<file path="config.mk">
export PLATFORM = sky130hd
export DESIGN_NAME = nfe_erase_ctrl
export DESIGN_NICKNAME = d
export VERILOG_FILES = /design/src/rtl/nfe_pkg.sv /design/src/rtl/nfe_poll_timer.sv /design/src/rtl/nfe_stat_merge.sv /design/src/rtl/nfe_classify.sv /design/src/rtl/nfe_erase_ctrl.sv
export SDC_FILE = /design/constraint.sdc
export NUM_CORES = 1
export LEC_CHECK = 0
export BUFFER_PORTS_ARGS = -buffer_cell sky130_fd_sc_hd__buf_2
export CELL_PAD_IN_SITES_DETAIL_PLACEMENT = 1
export CELL_PAD_IN_SITES_GLOBAL_PLACEMENT = 2
export CORE_ASPECT_RATIO = 1.4
export CORE_MARGIN = 8
export CORE_UTILIZATION = 33
export CTS_BUF_LIST = sky130_fd_sc_hd__clkbuf_4 sky130_fd_sc_hd__clkbuf_8
export CTS_CLUSTER_SIZE = 24
export DETAILED_ROUTE_END_ITERATION = 7
export GPL_ROUTABILITY_DRIVEN = 0
export PLACE_DENSITY = 0.95
export RECOVER_POWER = 100
export SYNTH_ARGS = -nofsm -noshare
export SYNTH_HDL_FRONTEND = slang
export SYNTH_SLANG_ARGS = --single-unit
</file>
<file path="constraint.sdc">
create_clock -name clk -period 3.43 [get_ports clk]
set_clock_uncertainty 0.05 [all_clocks]
set_input_delay 0.343 -clock clk [delete_from_list [all_inputs] [get_ports clk]]
set_output_delay 0.343 -clock clk [all_outputs]
set_load 0.005 [all_outputs]
</file>
<file path="src/rtl/nfe_pkg.sv">
`timescale 1ns/1ps
package nfe_pkg;
    typedef enum logic [4:0] {
        S_IDLE, S_RDY_CMD, S_RDY_POLL, S_CLR, S_SETUP, S_CONFIRM, S_ERS_POLL,
        S_TO_STAT, S_SUS_CMD, S_SUS_STAT, S_SUS_POLL, S_SUSPENDED, S_RES_CMD,
        S_RES_STAT, S_FIN_STAT, S_FIN_READ, S_ERR_CLR, S_ERR_STAT, S_DONE
    } state_e;

    typedef enum logic [2:0] {
        RES_OK = 3'd0, RES_TIMEOUT = 3'd1, RES_BADSEQ = 3'd2,
        RES_PROTECT = 3'd3, RES_LOWVOLT = 3'd4, RES_FAIL = 3'd5
    } result_e;

    localparam logic [7:0] OP_STATUS = 8'h70;
    localparam logic [7:0] OP_CLEAR  = 8'h50;
    localparam logic [7:0] OP_ERASE  = 8'h20;
    localparam logic [7:0] OP_GO     = 8'hD0;
    localparam logic [7:0] OP_PAUSE  = 8'hB0;
    localparam logic [7:0] ERR_MASK  = 8'h3A;
endpackage

</file>
<file path="src/rtl/nfe_poll_timer.sv">
`timescale 1ns/1ps
module nfe_poll_timer #(
    parameter int SHORT_LIM = 16,
    parameter int MULT      = 20
) (
    input  logic clk,
    input  logic rst_n,
    input  logic run,
    input  logic use_long,
    output logic expired
);
    localparam int LONG_LIM = SHORT_LIM * MULT;
    localparam int TW       = $clog2(LONG_LIM + 2);

    logic [TW-1:0] cnt_d, cnt_q;

    always_comb begin
        expired = use_long ? (cnt_q >= TW'(LONG_LIM)) : (cnt_q >= TW'(SHORT_LIM));
        if (!run)
            cnt_d = '0;
        else if (!expired)
            cnt_d = cnt_q + 1'b1;
        else
            cnt_d = cnt_q;
    end

    always_ff @(posedge clk or negedge rst_n) begin
        if (!rst_n) cnt_q <= '0;
        else        cnt_q <= cnt_d;
    end
endmodule

</file>
<file path="src/rtl/nfe_stat_merge.sv">
`timescale 1ns/1ps
module nfe_stat_merge #(
    parameter int DEVS = 2
) (
    input  logic [DEVS*8-1:0] raw,
    output logic [7:0]        merged,
    output logic              all_ready
);
    logic [7:0] or_chain  [DEVS+1];
    logic       and_chain [DEVS+1];

    assign or_chain[0]  = 8'h00;
    assign and_chain[0] = 1'b1;

    for (genvar g = 0; g < DEVS; g++) begin : g_lane
        assign or_chain[g+1]  = or_chain[g] | raw[g*8 +: 8];
        assign and_chain[g+1] = and_chain[g] & raw[g*8 + 7];
    end

    assign merged    = or_chain[DEVS];
    assign all_ready = and_chain[DEVS];
endmodule

</file>
<file path="src/rtl/nfe_classify.sv">
`timescale 1ns/1ps
module nfe_classify
    import nfe_pkg::*;
(
    input  logic [7:0] st,
    output result_e    code,
    output logic       retry
);
    always_comb begin
        retry = 1'b0;
        if (st[5] && st[4])
            code = RES_BADSEQ;
        else if (st[1])
            code = RES_PROTECT;
        else if (st[3])
            code = RES_LOWVOLT;
        else begin
            code  = RES_FAIL;
            retry = st[5];
        end
    end
endmodule

</file>
<file path="src/rtl/nfe_erase_ctrl.sv">
`timescale 1ns/1ps
module nfe_erase_ctrl
    import nfe_pkg::*;
#(
    parameter int AW         = 20,
    parameter int DEVS       = 2,
    parameter int READY_TO   = 16,
    parameter int ERASE_MULT = 20,
    parameter int MAX_RETRY  = 2
) (
    input  logic               clk,
    input  logic               rst_n,
    input  logic               erase_req,
    input  logic [AW-1:0]      blk_addr,
    input  logic               rd_req,
    input  logic               resume,
    input  logic               suspend_en,
    output logic               busy,
    output logic               done,
    output logic [2:0]         result,
    output logic               suspended,
    output logic [AW-1:0]      fl_addr,
    output logic [DEVS*8-1:0]  fl_wdata,
    output logic               fl_we,
    output logic               fl_re,
    input  logic [DEVS*8-1:0]  fl_rdata
);
    localparam int DW = DEVS * 8;
    localparam int RW = $clog2(MAX_RETRY + 2);

    typedef struct packed {
        state_e          st;
        logic [RW-1:0]   tries;
        logic            no_susp;
        logic [AW-1:0]   addr;
        logic [7:0]      stat;
        result_e         res;
    } ctl_t;

    localparam ctl_t CTL_RST = '{st: S_IDLE, tries: '0, no_susp: 1'b0,
                                 addr: '0, stat: 8'h00, res: RES_OK};

    ctl_t       d, q;
    logic [7:0] merged;
    logic       all_rdy;
    logic       tmr_exp;
    logic       tmr_run;
    result_e    cls_code;
    logic       cls_retry;
    logic [7:0] cmd;

    nfe_stat_merge #(.DEVS(DEVS)) u_merge (
        .raw       (fl_rdata),
        .merged    (merged),
        .all_ready (all_rdy)
    );

    nfe_classify u_cls (
        .st    (q.stat),
        .code  (cls_code),
        .retry (cls_retry)
    );

    assign tmr_run = (q.st == S_RDY_POLL) || (q.st == S_ERS_POLL) || (q.st == S_SUS_POLL);

    nfe_poll_timer #(.SHORT_LIM(READY_TO), .MULT(ERASE_MULT)) u_tmr (
        .clk      (clk),
        .rst_n    (rst_n),
        .run      (tmr_run),
        .use_long (q.st == S_ERS_POLL),
        .expired  (tmr_exp)
    );

    always_comb begin
        d = q;
        case (q.st)
            S_IDLE: if (erase_req) begin
                d.st      = S_RDY_CMD;
                d.addr    = blk_addr;
                d.tries   = '0;
                d.no_susp = 1'b0;
            end
            S_RDY_CMD:  d.st = S_RDY_POLL;
            S_RDY_POLL: begin
                if (all_rdy)      d.st = S_CLR;
                else if (tmr_exp) begin d.res = RES_TIMEOUT; d.st = S_DONE; end
            end
            S_CLR:      d.st = S_SETUP;
            S_SETUP:    d.st = S_CONFIRM;
            S_CONFIRM:  d.st = S_ERS_POLL;
            S_ERS_POLL: begin
                if (all_rdy)      d.st = S_FIN_STAT;
                else if (tmr_exp) d.st = S_TO_STAT;
                else if (rd_req && suspend_en && !q.no_susp) d.st = S_SUS_CMD;
            end
            S_TO_STAT:  begin d.res = RES_TIMEOUT; d.st = S_DONE; end
            S_SUS_CMD:  d.st = S_SUS_STAT;
            S_SUS_STAT: d.st = S_SUS_POLL;
            S_SUS_POLL: begin
                if (all_rdy)      d.st = S_SUSPENDED;
                else if (tmr_exp) begin d.no_susp = 1'b1; d.st = S_RES_CMD; end
            end
            S_SUSPENDED: if (resume) d.st = S_RES_CMD;
            S_RES_CMD:  d.st = S_RES_STAT;
            S_RES_STAT: d.st = S_ERS_POLL;
            S_FIN_STAT: d.st = S_FIN_READ;
            S_FIN_READ: begin
                d.stat = merged;
                if (|(merged & ERR_MASK)) d.st = S_ERR_CLR;
                else begin d.res = RES_OK; d.st = S_DONE; end
            end
            S_ERR_CLR:  d.st = S_ERR_STAT;
            S_ERR_STAT: begin
                if (cls_retry && (q.tries < RW'(MAX_RETRY))) begin
                    d.tries = q.tries + 1'b1;
                    d.st    = S_RDY_CMD;
                end else begin
                    d.res = cls_code;
                    d.st  = S_DONE;
                end
            end
            S_DONE:     d.st = S_IDLE;
            default:    d.st = S_IDLE;
        endcase
    end

    always_ff @(posedge clk or negedge rst_n) begin
        if (!rst_n) q <= CTL_RST;
        else        q <= d;
    end

    always_comb begin
        fl_we = 1'b0;
        fl_re = 1'b0;
        cmd   = 8'h00;
        case (q.st)
            S_RDY_CMD, S_SUS_STAT, S_RES_STAT, S_FIN_STAT, S_ERR_STAT, S_TO_STAT:
                begin fl_we = 1'b1; cmd = OP_STATUS; end
            S_CLR, S_ERR_CLR:       begin fl_we = 1'b1; cmd = OP_CLEAR; end
            S_SETUP:                begin fl_we = 1'b1; cmd = OP_ERASE; end
            S_CONFIRM, S_RES_CMD:   begin fl_we = 1'b1; cmd = OP_GO;    end
            S_SUS_CMD:              begin fl_we = 1'b1; cmd = OP_PAUSE; end
            S_RDY_POLL, S_ERS_POLL, S_SUS_POLL, S_FIN_READ: fl_re = 1'b1;
            default: ;
        endcase
    end

    assign fl_wdata  = {DEVS{cmd}};
    assign fl_addr   = q.addr;
    assign busy      = (q.st != S_IDLE);
    assign done      = (q.st == S_DONE);
    assign suspended = (q.st == S_SUSPENDED);
    assign result    = q.res;
endmodule

</file>
Yosys cells after proc, flatten, opt, wreduce, memory -nomap -nowiden
Cells that the tools add are included.
Operators by class
  $add $sub $neg: 2
  order comparisons: 3
  equal/unequal tests: 31
  multiplexer cells: 34
  bitwise gates (word level): 2
  reductions and logical operators: 24
Operators with widths (count)
  5-bit case mux with 17 select lines: 1
  5-bit two-way mux: 9
  5-bit by 4-bit == test with 1-bit output, second input constant: 8
  8-bit case mux with 5 select lines: 1
  28-bit two-way mux: 1
  5-bit by 3-bit == test with 1-bit output, second input constant: 4
  2-bit != test, second input constant: 10
  3-bit two-way mux: 6
  9-bit two-way mux: 2
  5-bit == test, second input constant: 3
  3-bit case mux with 4 select lines: 1
  12-bit OR reduction: 1
  5-bit by 2-bit == test with 1-bit output, second input constant: 2
  5-bit AND reduction: 2
  9-bit by 1-bit adder with 9-bit output, second input constant: 1
  9-bit by 5-bit >= comparator with 1-bit output, second input constant: 1
  9-bit >= comparator, second input constant: 1
  1-bit two-way mux: 9
  4-bit OR reduction: 2
  3-bit != test, second input constant: 2
  6-bit OR: 1
  2-bit OR reduction: 3
  6-bit OR reduction: 1
  5-bit by 1-bit == test with 1-bit output, second input constant: 1
  other kinds (17): 23
Storage, ports and cells
  register bits after elaboration: 46

Logic depth before layout (Yosys ltp)
  word-level depth: 6
  gate-level depth with buffers: 7

Cells and area by module
A second synthesis with hierarchy kept.
Second synthesis, totals
  cells, all modules: 302
  area, all modules: 3034.2 µm²
Modules (own cells, without submodules)
  nfe_erase_ctrl: instances 1, cells an instance 235, area each 2453.6 µm², seq. area each 975.9 µm²
  nfe_poll_timer: instances 1, cells an instance 52, area each 484.2 µm², seq. area each 225.2 µm²
  nfe_stat_merge: instances 1, cells an instance 9, area each 57.6 µm², seq. area each 0.0 µm²
  nfe_classify: instances 1, cells an instance 6, area each 38.8 µm², seq. area each 0.0 µm²

Worst setup path before layout
No wires, ideal clock.
  path type: register to register
  from: register u_tmr.cnt_q[4]
  to: register q (netlist bit result[0])
  setup time: 0.125 ns
  data arrival time: 1.753 ns
  path slack: 1.502 ns
  stages on the path, launching flop included: 7
  path buffers: 1
  clock period less this slack: 1.928 ns
  cells stage by stage: dfrtp_1 or3_1 or2_0 buf_6 a32o_2 nand3_2 mux2_4
Between the ends
  word-level cells in the longest chain between the ends: 4
Ends and longest elaborated chain
  start, declared: RTL line nfe_poll_timer.sv:15  | logic [TW-1:0] cnt_d, cnt_q;
  start signal, assigned: RTL line nfe_poll_timer.sv:29  | else cnt_q <= cnt_d;
  9-bit by 5-bit >= comparator with 1-bit output / 9-bit >= comparator (equally long branches): RTL line nfe_poll_timer.sv:18  | expired = use_long ? (cnt_q >= TW'(LONG_LIM)) : (cnt_q >= TW'(SHORT_LIM));
  1-bit two-way mux (*): RTL line nfe_poll_timer.sv:18
  2-bit != test (no source line) (*)
  5-bit AND reduction (no source line) (*)
  end signal, assigned: RTL line nfe_erase_ctrl.sv:128  | if (!rst_n) q <= CTL_RST;
  end signal, assigned: RTL line nfe_erase_ctrl.sv:129  | else q <= d;
  end, declared: RTL line nfe_erase_ctrl.sv:43  | ctl_t d, q;
Every way passes the cells marked *; elsewhere a longest branch is shown, timed or not.
A chain may end at the register's enable or synchronous reset.

Worst setup path after layout
  from: register q[35] (netlist name)
  to: register q[34] (netlist name)
Between the ends
  word-level cells in the longest chain between the ends: 5
Ends and longest elaborated chain
  5-bit by 3-bit == test with 1-bit output: RTL line nfe_erase_ctrl.sv:70, nfe_erase_ctrl.sv:76
  1-bit two-way mux: RTL line nfe_poll_timer.sv:18
  5-bit two-way mux: RTL line nfe_erase_ctrl.sv:93  | else if (tmr_exp) d.st = S_TO_STAT;
  5-bit two-way mux: RTL line nfe_erase_ctrl.sv:92  | if (all_rdy) d.st = S_FIN_STAT;
  5-bit case mux with 17 select lines: RTL line nfe_erase_ctrl.sv:76  | case (q.st)
Several ways; a longest one is shown, not always the timed one.

==> impl_metrics.csv <==
group,metric,value,unit
status,status,"complete, but fails checks",
status,violations,"capacitance limit, slew limit",
place,hpwlAfterDp,5100,um
yosys,syn-cell-area,2620,um2
timing,finalSetupTns,0,ns
die,ios,86,
place,dpl_cell_area,2810,um2
yosys,synth-seq-cells,44,
cts,numCtsBuffers,5,
critical_path,path_cells,"nor3_1 -> nand3_1 -> clkbuf_1 -> nand2_1 -> or4_1",
power,cellLeakagePower,1.20,nW
power,p_per_area,756,nW/um2
hold_path,hold_path_class,"input port to register",
yosys,synthFlopType,"dfrtp_1",
timing,setup_slack,0.581,ns
grt,grt.total_usage,12.1,%
grt,antenna_found_initial,0,
critical_path,critical_path_buf_inv_count,1,
cts,cts.sinks,44,
timing,grt_setup_unrepaired,"no",
layout,fillers,954,
power,ir_drop,0.000231,V
critical_path,cpPeakStageDelay,0.95,ns
power,total_power,2.13,mW
die,dieHeight,121,um
critical_path,critical_path_arrival,2.96,ns
yosys,yosys_warnings,0,
critical_path,critical_path_required,3.54,ns
critical_path,critPathLaunchType,"register",
cts,root_buffer,"clkbuf_8",
drt,drtIter0Drc,64,
cts,cts_resized,0,
die,initial_utilization,33.8,%
cts,ctsHoldBuffers,0,
layout,nets,361,
drt,via_per_inst,5.03,
critical_path,critPathCaptureType,"register",
yosys,synthAdderAreaFrac,0.955,%
yosys,synth.area.mux_share,10.3,%
die,die_area,11100,um2
timing,hold_violations,0,
layout,areaGrowthSynthToFinish,7.69,%
yosys,yosysSeqAreaShare,42.0,%
layout,final_area,2820,um2
place,pre_cts_ws,1.16,ns
yosys,synth_compound_area_share,13.1,%
layout,final_cells,418,
yosys,netlist_instances,278,
timing,fin_crit_sh,83.0,%
drt,drc,0,
yosys,synth_cell_type_count,52,
grt,globalRouteOverflowTotal,0,
die,die_w,91.3,um
cts,ctsHtreeMaxLevel,2,
drt,antenna_left,0,
drt,avgRoutedWirePerCell,15.5,um
critical_path,path_class,"register to register",
timing,drv_slew,45,
die,fp.coreArea,7750,um2
grt,grt_max_degree,45,
place,dp.cells,410,
yosys,synth_enable_flop_cells,0,
yosys,synthSimpleGateAreaFrac,17.5,%
layout,n_antenna_cell,0,
timing,fin_crit,2.85,ns
critical_path,crit_family,"simple AND/OR/NAND/NOR gates",
cts,cts_max_path_buffers,2,
critical_path,slowest_stage,"clkbuf_1",
yosys,ys_async_sr_fraction,100,%
drt,vias,2103,
die,rows,38,
timing,worst_pin_slew,2.31,ns
yosys,synthXorXnorAreaFrac,2.67,%
timing,final-setup-viol-count,0,
layout,drive_above_1_share,21.1,%
cts,post_cts_buffers,0,
timing,relSlewSlack,-53.8,%
cts,clkLatencyLatePin,0.30,ns
critical_path,cp_max_fo,24,
grt,grt_pass1_vias,2220,
drt,dr.pass1.iters,4,
yosys,avgSynthCellArea,9.43,um2
flow_run,maxCapViolCount,1,
cts,cts_tree,"yes",
grt,grt_pass1_wl,11100,um
place,portBuffers,71,
drt,drt_wl_total,6500,um
cts,clk_pin_slew,0.08,ns
yosys,synth_top_family_by_area,"simple AND/OR/NAND/NOR gates",
timing,clock.fmax,0.351,GHz
through the flow:
step	hold WS [ns]	util [%]
2_1_floorplan	-0.00259	-
3_3_place_gp	0.426	36.2
3_5_place_dp	0.419	36.2
4_1_cts	0.186	37.4
5_1_grt	0.217	36.4
6_report	0.227	36.4
kinds of logic after synthesis:
logic type               count (synthesis)
other                                    1
AND/OR/NAND/NOR                         91
flip-flops                              44
XOR/XNOR                                 8
adder cells (fa/ha/maj)                  2
multiplexers                            24
AO/OA/AOI/OAI                           55
buffers and inverters                   53
registers in the layout, indices dropped and copies added (netlist names):
name,count
fl_addr,20
q,12
result,3
u_tmr.cnt_q,9
power breakdown:
part	switching (mW)	total (mW)	internal [mW]
registers	0.209	0.914	0.705
logic	0.479	0.897	0.418
clock network	0.180	0.322	0.142
worst paths after layout:
check / startpoint / to / slack, ns / cells after the start
max in group asynchronous: rst_n / q[34] / 1.33 / 1
worst max-delay path: q[35] / q[34] / 0.58 / 5
worst max register to register: q[35] / q[34] / 0.58 / 5
worst min-delay path: blk_addr[2] / fl_addr[2] / 0.23 / 2
worst min register to register: result[1] / result[1] / 0.44 / 1
min in group asynchronous: rst_n / q[8] / 0.69 / 1
cell usage in the layout (no fill, tap or decap), types with 6 or more instances in the layout:
master and n:
dfrtp_1 44, inv_1 6, buf_2 36, nand2_1 26, nand3_1 10, a21oi_1 20
o21ai_0 13, mux2_2 19, clkbuf_1 36, nor2_1 27, conb_1 8, xnor2_1 8
synthesized netlist by cell type (3+ instances only):
master,n,area (um2)
dfrtp_1,44,1100
buf_4,36,270
nand2_1,26,97.6
nor2_1,26,97.6
mux2_2,20,225
a21oi_1,19,95.1
o21ai_0,13,65.1
nand3_1,9,45.0
xnor2_1,8,70.1
buf_2,6,30.0
inv_1,6,22.5
a31oi_1,4,25.0
clkbuf_1,3,11.3
mux2i_1,3,30.0
nand2b_1,3,18.8
nor2b_1,3,18.8
nor3_1,3,15.0
or4_1,3,22.5
layer usage:
layer  up-vias  GRT usage [%]  part of all wire, %
met5         -              0                    0
met2        61           21.5                   51
met4         0           3.08                 0.74
met1      1032           13.6                   42
li1       1006              -                    -
met3         4           3.72                  6.4
layout make-up:
cell class	instances	area (um2)	area share, %
Timing Repair Buffer	72	315	11.2
Clock inverter	3	18.8	0.665
Sequential cell	44	1100	39.0
Tap cell	100	125	4.43
Inverter	6	22.5	0.798
Clock buffer	5	68.8	2.44
Multi-Input combinational cell	188	1170	41.5
Note: power is estimated with default switching activity, not from simulation.
